`config.mk`:
```
export PLATFORM = sky130hd
export DESIGN_NAME = oc_timer
export DESIGN_NICKNAME = d
export VERILOG_FILES = /design/src/rtl/oc_pkg.sv /design/src/rtl/oc_regs.sv /design/src/rtl/oc_prescaler.sv /design/src/rtl/oc_counter.sv /design/src/rtl/oc_channel.sv /design/src/rtl/oc_timer.sv
export SDC_FILE = /design/constraint.sdc
export NUM_CORES = 1
export LEC_CHECK = 0
export BUFFER_PORTS_ARGS = -buffer_cell sky130_fd_sc_hd__buf_4
export CAP_MARGIN = 20
export CORE_AREA = 2 2 82 84
export CTS_CLUSTER_DIAMETER = 100
export DETAILED_ROUTE_END_ITERATION = 12
export DIE_AREA = 0 0 84 86
export PLACE_DENSITY = 0.68
export SLEW_MARGIN = 20
export SYNTH_ARGS = -nofsm -noshare
export SYNTH_HDL_FRONTEND = slang
export SYNTH_SLANG_ARGS = --single-unit
```
`constraint.sdc`:
```
create_clock -name clk -period 3.7 [get_ports clk]
set_input_delay 0 -clock clk [delete_from_list [all_inputs] [get_ports clk]]
set_output_delay 0 -clock clk [all_outputs]
set_load 0.005 [all_outputs]
```
`src/rtl/oc_pkg.sv`:
```
package oc_pkg;

  typedef enum logic [1:0] {
    ACT_KEEP   = 2'b00,
    ACT_LOW    = 2'b01,
    ACT_HIGH   = 2'b10,
    ACT_TOGGLE = 2'b11
  } oc_act_e;

  typedef enum logic [2:0] {
    ADDR_CTRL  = 3'd0,
    ADDR_CHCFG = 3'd1,
    ADDR_CMPA  = 3'd2,
    ADDR_CMPB  = 3'd3,
    ADDR_STAT  = 3'd4
  } oc_addr_e;

  // bits of one channel's slice in the configuration register
  localparam int CFG_SLICE_W = 3;

  typedef struct packed {
    logic    init;
    oc_act_e act;
  } oc_chcfg_t;

endpackage

```
`src/rtl/oc_regs.sv`:
```
module oc_regs
  import oc_pkg::*;
#(
  parameter int CNT_W  = 16,
  parameter int N_CH   = 2,
  parameter int SEL_W  = 2,
  parameter int ADDR_W = 3
) (
  input  logic                        clk,
  input  logic                        rst,
  input  logic                        wr_en,
  input  logic [ADDR_W-1:0]           wr_addr,
  input  logic [CNT_W-1:0]            wr_data,
  output logic                        run_o,
  output logic [SEL_W-1:0]            sel_o,
  output logic                        ctrl_wr_o,
  output oc_chcfg_t [N_CH-1:0]        cfg_o,
  output logic                        cfg_wr_o,
  output logic [N_CH-1:0]             init_lvl_o,
  output logic [N_CH-1:0][CNT_W-1:0]  cmp_o,
  output logic [N_CH-1:0]             cmp_wr_o,
  output logic [N_CH-1:0]             stat_clr_o
);

  logic ctrl_sel, cfg_sel, stat_sel;

  assign ctrl_sel  = wr_en && (wr_addr == ADDR_W'(ADDR_CTRL));
  assign cfg_sel   = wr_en && (wr_addr == ADDR_W'(ADDR_CHCFG));
  assign stat_sel  = wr_en && (wr_addr == ADDR_W'(ADDR_STAT));
  assign ctrl_wr_o = ctrl_sel;
  assign cfg_wr_o  = cfg_sel;

  always_ff @(posedge clk) begin
    if (rst) begin
      run_o <= 1'b0;
      sel_o <= '0;
    end else if (ctrl_sel) begin
      run_o <= wr_data[0];
      sel_o <= wr_data[SEL_W:1];
    end
  end

  for (genvar ch = 0; ch < N_CH; ch++) begin : g_ch
    localparam int BASE = ch * CFG_SLICE_W;
    logic hit_sel;

    assign hit_sel        = wr_en && (wr_addr == ADDR_W'(ADDR_CMPA) + ADDR_W'(ch));
    assign cmp_wr_o[ch]   = hit_sel;
    assign init_lvl_o[ch] = wr_data[BASE + 2];
    assign stat_clr_o[ch] = stat_sel && wr_data[ch];

    always_ff @(posedge clk) begin
      if (rst) begin
        cfg_o[ch] <= '{init: 1'b0, act: ACT_KEEP};
      end else if (cfg_sel) begin
        cfg_o[ch] <= '{init: wr_data[BASE + 2], act: oc_act_e'(wr_data[BASE +: 2])};
      end
    end

    always_ff @(posedge clk) begin
      if (rst) begin
        cmp_o[ch] <= '0;
      end else if (hit_sel) begin
        cmp_o[ch] <= wr_data;
      end
    end
  end

endmodule

```
`src/rtl/oc_prescaler.sv`:
```
module oc_prescaler #(
  parameter int SEL_W = 2
) (
  input  logic             clk,
  input  logic             rst,
  input  logic             run,
  input  logic [SEL_W-1:0] sel,
  input  logic             restart,
  output logic             tick_o
);

  localparam int PRE_W = (1 << SEL_W) - 1;

  logic [PRE_W-1:0] pre_q;
  logic [PRE_W-1:0] mask;

  always_comb begin
    for (int i = 0; i < PRE_W; i++) begin
      mask[i] = (i < int'(sel));
    end
  end

  assign tick_o = run && ((pre_q & mask) == mask);

  always_ff @(posedge clk) begin
    if (rst || restart || !run) begin
      pre_q <= '0;
    end else begin
      pre_q <= pre_q + 1'b1;
    end
  end

  // any divider above 1 leaves a gap after every tick
  a_r3_tick_gap: assert property (@(posedge clk) disable iff (rst)
    (tick_o && sel != '0 && !restart) |=> !tick_o);

endmodule

```
`src/rtl/oc_counter.sv`:
```
module oc_counter #(
  parameter int CNT_W = 16
) (
  input  logic             clk,
  input  logic             rst,
  input  logic             tick,
  output logic [CNT_W-1:0] cnt_o
);

  always_ff @(posedge clk) begin
    if (rst) begin
      cnt_o <= '0;
    end else if (tick) begin
      cnt_o <= cnt_o + 1'b1;
    end
  end

  a_r2_hold: assert property (@(posedge clk) disable iff (rst)
    !tick |=> $stable(cnt_o));

  a_r4_step_wrap: assert property (@(posedge clk) disable iff (rst)
    tick |=> cnt_o == $past(cnt_o) + 1'b1);

endmodule

```
`src/rtl/oc_channel.sv`:
```
module oc_channel
  import oc_pkg::*;
#(
  parameter int CNT_W = 16
) (
  input  logic             clk,
  input  logic             rst,
  input  logic             tick,
  input  logic [CNT_W-1:0] cnt,
  input  logic [CNT_W-1:0] cmp,
  input  logic             cmp_wr,
  input  oc_chcfg_t        cfg,
  input  logic             cfg_load,
  input  logic             load_lvl,
  input  logic             stat_clr,
  output logic             pin_o,
  output logic             hit_o,
  output logic             flag_o
);

  logic armed_q;
  logic hit_ev;
  logic pin_nxt;

  assign hit_ev = tick && armed_q && (cnt == cmp);

  always_ff @(posedge clk) begin
    if (rst) begin
      armed_q <= 1'b1;
    end else if (cmp_wr) begin
      armed_q <= 1'b0;
    end else if (tick) begin
      armed_q <= 1'b1;
    end
  end

  always_comb begin
    pin_nxt = pin_o;
    if (cfg_load) begin
      pin_nxt = load_lvl;
    end else if (hit_ev) begin
      unique case (cfg.act)
        ACT_LOW:    pin_nxt = 1'b0;
        ACT_HIGH:   pin_nxt = 1'b1;
        ACT_TOGGLE: pin_nxt = ~pin_o;
        default:    pin_nxt = pin_o;
      endcase
    end
  end

  always_ff @(posedge clk) begin
    if (rst) begin
      pin_o  <= 1'b0;
      hit_o  <= 1'b0;
      flag_o <= 1'b0;
    end else begin
      pin_o <= pin_nxt;
      hit_o <= hit_ev;
      if (hit_ev) begin
        flag_o <= 1'b1;
      end else if (stat_clr) begin
        flag_o <= 1'b0;
      end
    end
  end

  a_r6_single_pulse: assert property (@(posedge clk) disable iff (rst)
    hit_o |=> !hit_o);

  a_r8_pin_quiet: assert property (@(posedge clk) disable iff (rst)
    (!hit_ev && !cfg_load) |=> $stable(pin_o));

  a_r10_flag_set: assert property (@(posedge clk) disable iff (rst)
    hit_ev |=> flag_o);

  a_r9_write_disarms: assert property (@(posedge clk) disable iff (rst)
    cmp_wr |=> !hit_ev);

endmodule

```
`src/rtl/oc_timer.sv`:
```
module oc_timer
  import oc_pkg::*;
#(
  parameter int CNT_W  = 16,
  parameter int SEL_W  = 2,
  parameter int ADDR_W = 3
) (
  input  logic              clk,
  input  logic              rst,
  input  logic              wr_en,
  input  logic [ADDR_W-1:0] wr_addr,
  input  logic [CNT_W-1:0]  wr_data,
  output logic [CNT_W-1:0]  count_o,
  output logic              pin_a,
  output logic              pin_b,
  output logic              hit_a,
  output logic              hit_b,
  output logic              flag_a,
  output logic              flag_b
);

  localparam int N_CH = 2;

  logic                       run, ctrl_wr, cfg_wr, tick;
  logic [SEL_W-1:0]           sel;
  oc_chcfg_t [N_CH-1:0]       cfg;
  logic [N_CH-1:0]            init_lvl, cmp_wr, stat_clr;
  logic [N_CH-1:0][CNT_W-1:0] cmp;
  logic [N_CH-1:0]            pins, hits, flags;

  oc_regs #(.CNT_W(CNT_W), .N_CH(N_CH), .SEL_W(SEL_W), .ADDR_W(ADDR_W)) u_regs (
    .clk(clk), .rst(rst), .wr_en(wr_en), .wr_addr(wr_addr), .wr_data(wr_data),
    .run_o(run), .sel_o(sel), .ctrl_wr_o(ctrl_wr), .cfg_o(cfg), .cfg_wr_o(cfg_wr),
    .init_lvl_o(init_lvl), .cmp_o(cmp), .cmp_wr_o(cmp_wr), .stat_clr_o(stat_clr)
  );

  oc_prescaler #(.SEL_W(SEL_W)) u_pre (
    .clk(clk), .rst(rst), .run(run), .sel(sel), .restart(ctrl_wr), .tick_o(tick)
  );

  oc_counter #(.CNT_W(CNT_W)) u_cnt (
    .clk(clk), .rst(rst), .tick(tick), .cnt_o(count_o)
  );

  for (genvar ch = 0; ch < N_CH; ch++) begin : g_chan
    oc_channel #(.CNT_W(CNT_W)) u_ch (
      .clk(clk), .rst(rst), .tick(tick), .cnt(count_o), .cmp(cmp[ch]),
      .cmp_wr(cmp_wr[ch]), .cfg(cfg[ch]), .cfg_load(cfg_wr), .load_lvl(init_lvl[ch]),
      .stat_clr(stat_clr[ch]), .pin_o(pins[ch]), .hit_o(hits[ch]), .flag_o(flags[ch])
    );
  end

  assign pin_a  = pins[0];
  assign pin_b  = pins[1];
  assign hit_a  = hits[0];
  assign hit_b  = hits[1];
  assign flag_a = flags[0];
  assign flag_b = flags[1];

  // one cycle after reset every output is cleared
  a_r1_reset_clear: assert property (@(posedge clk)
    $past(rst) |-> (count_o == '0 && pins == '0 && hits == '0 && flags == '0));

endmodule

```
==> metrics.csv, run 1 <==
stage;metric;value;unit
setup_path;CP Class;in -> reg;
sta;setup TNS;0;ns
layout;Layout fillers;551;
placed_design;Final HPWL DP;5044;um
sta;final period utilization;0.4969;
detailed_routing;wire length per cell;14.71;um
layout;most frequent cells in the layout;nand2_1, dfxtp_1, buf_4;
hold_path;Min-Delay Path Class;in -> reg;
synth;Seq cells post-synth;66;
setup_path;startpoint types;input port;
layout;most common cell after layout, fill and taps aside;nand2_1;
cts;Post-CTS Setup Repair Bufs;0;
layout;n_diodes;0;
run;max-cap violations;0;
setup_path;Max FO, Critical Path;16;
sta;Final Slew Violations;0;
synth;post-synth cell types;37;
global_routing;global route overflow;0;
detailed_routing;wirelength, routed;7414;um
die;Initial Util;0.4885;
global_routing;GRT Util Overall;0.2136;
detailed_routing;DR pass1 iterations;4;
die;Core Region;0.006277;mm^2
detailed_routing;Iter 0 DRT Violations;183;
synth;Post-Synthesis Cells;371;
setup_path;Worst Path Required;3.98;ns
global_routing;first-pass GRT wire length;12030;um
global_routing;largest net degree at the start of global routing;66;
placed_design;number of I/O port buffers;43;
placed_design;gpl congestion;0.8458;
cts;CTS buffer count;9;
global_routing;grt met1 use;0.2767;
synth;syn_nets;397;
global_routing;initial antenna violation count;0;
detailed_routing;drt drc;0;
die;number of I/O pins;44;
cts;htree depth;3;
sta;Worst Tran Pin Value;1.038;ns
global_routing;met3 usage;0.03561;
die;Die W;84;um
detailed_routing;DRT antenna net count;0;
global_routing;vias in the first global route;2518;
synth;post-synthesis sequential area ratio;0.4308;
cts;TritonCTS Sinks;66;
die;num rows;29;
layout;Final Cell Area;0.003820;mm^2
sta;RSZ-0062 raised after global routing;false;
global_routing;busiest layer in global routing;met2;
cts;worst skew pair latency;0.35;ns
pwr;P_leak;1.483;nW
sta;Final setup viols;0;
synth;syn_area_per_cell;8.266;um^2
cts;clk slew on worst S/H paths;0.08;ns
cts;CTS root buf;clkbuf_8;
sta;Rel. slew slack;0.3056;
synth;synthesized area;0.003067;mm^2
cts;worst-case clock buffer depth;2;
die;die height;86;um
synth;Ys Warns;0;
pwr;Max IR drop VDD;320.7;uV
global_routing;GR Util met2;0.3484;
pwr;Power Dens Cells;412.2;mW/mm^2
setup_path;r2r setup slk;2.02;ns
layout;fraction of layout cells with a size suffix above 1;0.1546;
sta;Final Hold Vio Count;0;
sta;Max Clock Skew;0.008104;ns
die;full die area;0.007224;mm^2
cts;CTS tree;yes;
run_status;status;finished clean;
layout;nets@finish;448;
layout;Layout area overhead;24.56;%
detailed_routing;vias per inst;5.369;
sta;Final min period;1.839;ns
setup_path;critical path endpoint category;flop;
placed_design;Placed Area;0.003398;mm^2
setup_path;Worst Path Arrival;2.12;ns
detailed_routing;Via Count;2706;
sta;fmax;543.9;MHz
## metrics by stage
stage               worst slack (ns)  hold slack [ns]    util  power (mW)  std cells
global placement               2.058           0.2575  0.5414      0.8359        470
CTS                            1.836         0.003894  0.6085       1.584        504
finish                         1.861          0.02506  0.6085       1.575        504
floorplan                      2.225           0.1360       -      0.7969        371
global route                   1.664          0.02972  0.6085       1.632        504
detailed placement             1.986           0.2652  0.5414      0.8371        470
## routing by layer
layer  share of wire  wire, um  up-vias
met4           0.023       167        0
li1                -         -     1342
met5               0         0        -
met1            0.46      3430     1296
met2            0.48      3537       56
met3           0.037       278       12
## area by class of cell
type	instances	area [um^2]	share of cell area
repair buffers	61	503.0	0.1317
flip-flops and latches	66	1321	0.3459
multi-input cells	278	1635	0.4281
clock inverters	7	117.6	0.03079
inverters	6	22.52	0.005896
well taps	77	96.34	0.02522
clock buffers	9	123.9	0.03243
## sequential cells by signal (all words and copies together) (netlist names)
name and count:
g_chan.u_ch.flag_o 2, u_regs.sel_o 2, g_chan.u_ch.pin_o 2, g_chan.u_ch.armed_q 2
u_regs.cmp_o 32, u_cnt.cnt_o 16, g_chan.u_ch.hit_o 2, u_regs.run_o 1
u_regs.cfg_o 4, u_pre.pre_q 3
## kinds of logic (layout without fill, tap and decap cells)
family                     after synthesis  in the layout  synth area share
buffers and inverters                   27             83           0.03590
xor gates and xnor gates                46             46            0.1314
and+or+nand+nor                        170            170            0.2681
adders and majority gates                4              4           0.01632
DFF                                     66             66            0.4308
muxes                                    8              8           0.02611
AOI/OAI and AO/OA                       50             50           0.09139
## timing repair
item	4_1_cts	5_1_grt
gates resized for setup	0	0
hold endpoints to repair	40	0
hold buffers	18	0
## worst paths after layout
path / startpoint / end / depth (start not counted)
worst max-delay path: wr_addr[2] / u_regs.cmp_o[7]$_SDFFE_PP0P_ / 7
worst min register to register: g_chan[0].u_ch.flag_o$_SDFFE_PP0P_ / g_chan[0].u_ch.flag_o$_SDFFE_PP0P_ / 2
worst max register to register: u_cnt.cnt_o[0]$_SDFFE_PP0P_ / u_cnt.cnt_o[8]$_SDFFE_PP0P_ / 6
worst min-delay path: wr_en / g_chan[0].u_ch.flag_o$_SDFFE_PP0P_ / 4
## worst max-delay path, stage by stage
cell	delay [ns]
dlygate4sd3_1	0.55
buf_4	0.15
nor2b_1	0.20
nand2_1	0.09
nor2_1	0.79
nand2_1	0.16
a21oi_1	0.17
## cell usage after synthesis
| master | number | area share |
|---|---|---|
| nand2_1 | 70 | 0.086 |
| dfxtp_1 | 66 | 0.43 |
| a21oi_1 | 38 | 0.062 |
| nor2_1 | 34 | 0.042 |
| xnor2_1 | 26 | 0.074 |
| xor2_1 | 20 | 0.057 |
| nand4_1 | 18 | 0.037 |
| clkbuf_1 | 14 | 0.017 |
| nand3_1 | 9 | 0.015 |
| and3_1 | 8 | 0.016 |
| mux2i_1 | 8 | 0.026 |
| buf_2 | 7 | 0.011 |
| inv_1 | 6 | 0.0073 |
| nor3_1 | 6 | 0.0098 |
| nand2b_1 | 5 | 0.010 |
| ha_1 | 4 | 0.016 |
| nor2b_1 | 4 | 0.0082 |
| o21ai_0 | 4 | 0.0065 |
| and2_1 | 3 | 0.0061 |
| and4_1 | 2 | 0.0057 |
| nor4_1 | 2 | 0.0041 |
| o31ai_1 | 2 | 0.0049 |
| a211oi_1 | 1 | 0.0024 |
| a21boi_1 | 1 | 0.0024 |
| a21o_1 | 1 | 0.0024 |
| and2_0 | 1 | 0.0020 |
| and4bb_2 | 1 | 0.0041 |
| nand3_4 | 1 | 0.0057 |
| nand4_2 | 1 | 0.0041 |
| nor2_4 | 1 | 0.0037 |
| o2111ai_1 | 1 | 0.0029 |
| o21a_1 | 1 | 0.0024 |
| o21ai_4 | 1 | 0.0053 |
| or2_2 | 1 | 0.0020 |
| or3_1 | 1 | 0.0020 |
| or3b_2 | 1 | 0.0029 |
| or4_1 | 1 | 0.0024 |
## power breakdown
group | total, mW | leakage (nW) | internal, mW | switching (mW)
sequential | 0.729 | 0.533 | 0.721 | 0.00817
clock | 0.739 | 0.123 | 0.447 | 0.292
combinational | 0.106 | 0.826 | 0.0506 | 0.0557
Note: power is estimated with default switching activity, not from simulation.
==> run 2, diff against run 1 <==
==> constraint.sdc (replaced) <==
create_clock -name clk -period 1.85 [get_ports clk]
set_input_delay 0 -clock clk [delete_from_list [all_inputs] [get_ports clk]]
set_output_delay 0 -clock clk [all_outputs]
set_load 0.005 [all_outputs]
==> metrics.csv, run 2 (synthesis gave the netlist of run 1 again) <==
stage;metric;value;unit;change
run_status;status;finished clean;;
cts;CTS buffer count;9;;unchanged
setup_path;startpoint types;flop;;
layout;most frequent cells in the layout;nand2_1, dfxtp_1, buf_4;;
detailed_routing;Via Count;2654;;-1.9%
pwr;total power draw;2.923;mW;+86%
layout;post-route core utilization;0.6115;;+0.002990
pwr;combinational power share;0.075;;+0.007
detailed_routing;DR pass1 iterations;4;;unchanged
cts;Resized Gates After CTS;0;;unchanged
layout;nets@finish;455;;+1.6%
pwr;Sw Ratio;0.2330;;+0.007134
setup_path;FF-to-FF path depth;5;;-1
cts;CTS root buf;clkbuf_8;;
sta;final period utilization;0.8865;;
detailed_routing;drt drc;0;;unchanged
setup_path;Worst Path Required;2.12;ns;-1.86 ns
hold_path;Worst Hold End;g_chan[0].u_ch.flag_o$_SDFFE_PP0P_;;
layout;Final Cell Area;0.003839;mm^2;+0.49%
global_routing;initial antenna violation count;0;;unchanged
pwr;Max IR drop VDD;518.1;uV;+62%
sta;Rel. slew slack;0.5498;;+0.2442
die;number of I/O pins;44;;unchanged
layout;area occupied by multi-input gates;0.001635;mm^2;unchanged
pwr;Pint;2.242;mW;+84%
setup_path;FF-to-FF End;u_cnt.cnt_o[13]$_SDFFE_PP0P_;;
cts;worst-case clock buffer depth;2;;unchanged
setup_path;critical path endpoint category;flop;;
layout;most common cell after layout, fill and taps aside;nand2_1;;
layout;Storage cell area;0.001321;mm^2;unchanged
detailed_routing;wirelength, routed;7480;um;+0.89%
die;full die area;0.007224;mm^2;unchanged
setup_path;r2r setup slk;0.21;ns;-1.81 ns
global_routing;global route overflow;0;;unchanged
detailed_routing;DRT antenna net count;0;;unchanged
global_routing;first-pass GRT wire length;12340;um;+2.6%
pwr;P_leak;1.493;nW;+0.65%
die;Core Region;0.006277;mm^2;unchanged
setup_path;Max FO, Critical Path;9;;-7
pwr;Net Switching;681.1;uW;+91%
sta;Final Slew Violations;0;;unchanged
sta;fmax;609.7;MHz;
hold_path;Min-Delay Path Class;in -> reg;;
setup_path;R2R Path Start;u_cnt.cnt_o[3]$_SDFFE_PP0P_;;
detailed_routing;vias per inst;5.194;;-3.3%
layout;Layout area overhead;25.17;%;
global_routing;largest net degree at the start of global routing;66;;unchanged
placed_design;number of I/O port buffers;43;;unchanged
layout;Biggest register;u_regs.cmp_o;;
run;max-cap violations;0;;unchanged
detailed_routing;Max Used Layer;met4;;
sta;Worst Tran Pin Value;0.6752;ns;-0.3625 ns
cts;TritonCTS Sinks;66;;unchanged
die;num rows;29;;unchanged
cts;hold-fix buffers at CTS;19;;+1
die;die height;86;um;unchanged
hold_path;HP Start;wr_addr[1];;
pwr;Power Dens Cells;761.4;mW/mm^2;+85%
sta;Final setup viols;0;;unchanged
placed_design;Final HPWL DP;5094;um;+1.0%
sta;Final Hold Vio Count;0;;unchanged
detailed_routing;met1 WL;3416;um;-0.41%
layout;max reg flops;32;;unchanged
setup_path;CP Class;reg -> reg;;
hold_path;Hold Crit Depth;5;;+1
setup_path;Worst Path Arrival;1.91;ns;-0.21 ns
detailed_routing;WL met2;3542;um;+0.14%
sta;Final min period;1.640;ns;
layout;n_diodes;0;;unchanged
layout;fraction of layout cells with a size suffix above 1;0.1636;;+0.009028
sta;RSZ-0062 raised after global routing;false;;
placed_design;gpl congestion;0.8272;;-2.2%
pwr;Clk pwr share;0.426;;-0.043
die;Die W;84;um;unchanged
cts;Post-CTS Setup Repair Bufs;0;;unchanged
cts;clk slew on worst S/H paths;0.07;ns;about the same
global_routing;vias in the first global route;2487;;-1.2%
sta;Max Clock Skew;0.01169;ns;+0.003587 ns
layout;biggest registers after layout;u_regs.cmp_o: 32 flops, u_cnt.cnt_o: 16 flops, u_regs.cfg_o: 4 flops;;
sta;setup TNS;0;ns;unchanged
global_routing;GRT Util Overall;0.2198;;+0.006222
pwr;Seq pwr share;0.499;;+0.036
sta;Hold WS;0.08390;ns;+0.05885 ns
detailed_routing;Iter 0 DRT Violations;185;;+1.1%
die;Initial Util;0.4885;;unchanged
layout;Layout fillers;568;;+3.1%
cts;htree depth;3;;unchanged
placed_design;Placed Area;0.003443;mm^2;+1.3%
detailed_routing;wire length per cell;14.64;um;-0.49%
detailed_routing;met3 routed WL;419;um;+51%
cts;worst skew pair latency;0.35;ns;about the same
cts;CTS tree;yes;;
## run 2: per-stage QoR
step / cells / setup slack, ns
global placement: 476 / 0.2511
floorplan: 371 / 0.3752
global route: 511 / 0.05433
detailed placement: 476 / 0.2482
CTS: 511 / 0.2160
finish: 511 / 0.2099
## run 2: worst max-delay path by stage
| stage | slack (ns) | to | depth (start not counted) | from |
|---|---|---|---|---|
| 5_1_grt | 0.05 | u_cnt.cnt_o[8]$_SDFFE_PP0P_ | 6 | u_cnt.cnt_o[0]$_SDFFE_PP0P_ |
| 6_report | 0.21 | u_cnt.cnt_o[13]$_SDFFE_PP0P_ | 5 | u_cnt.cnt_o[3]$_SDFFE_PP0P_ |
| 3_5_place_dp | 0.25 | u_cnt.cnt_o[8]$_SDFFE_PP0P_ | 6 | u_cnt.cnt_o[0]$_SDFFE_PP0P_ |
| 4_1_cts | 0.22 | u_cnt.cnt_o[13]$_SDFFE_PP0P_ | 5 | u_cnt.cnt_o[3]$_SDFFE_PP0P_ |
| 2_1_floorplan | 0.38 | u_cnt.cnt_o[13]$_SDFFE_PP0P_ | 6 | u_cnt.cnt_o[3]$_SDFFE_PP0P_ |
| 3_3_place_gp | 0.25 | u_cnt.cnt_o[8]$_SDFFE_PP0P_ | 6 | u_cnt.cnt_o[0]$_SDFFE_PP0P_ |
## run 2: layer usage
metal	up-vias	global-route usage
met5	-	0
met4	0	0.06891
met3	10	0.06256
met1	1224	0.2860
met2	61	0.3556
li1	1359	-
## run 2: power groups by stage
stage	sequential [mW]	combinational, mW	clock, mW
CTS	1.46	0.217	1.26
finish	1.46	0.218	1.24
global placement	1.49	0.183	0
detailed placement	1.49	0.185	0
global route	1.46	0.239	1.33
floorplan	1.49	0.106	0
## run 2: area by class of cell
| cell class | instances | area share |
|---|---|---|
| multi-input combinational | 278 | 0.4260 |
| sequential | 66 | 0.3442 |
| timing repair buffer | 68 | 0.1454 |
| clock buffer | 12 | 0.04042 |
| tap | 77 | 0.02510 |
| clock inverter | 4 | 0.01304 |
| inverter | 6 | 0.005867 |
## run 2: critical path, stage by stage (launching register included)
cell and delay [ns]:
dfxtp_1 0.50, nand4_2 0.15, nor2_4 0.25, nand3_4 0.11, or4_1 0.40, a21oi_1 0.16
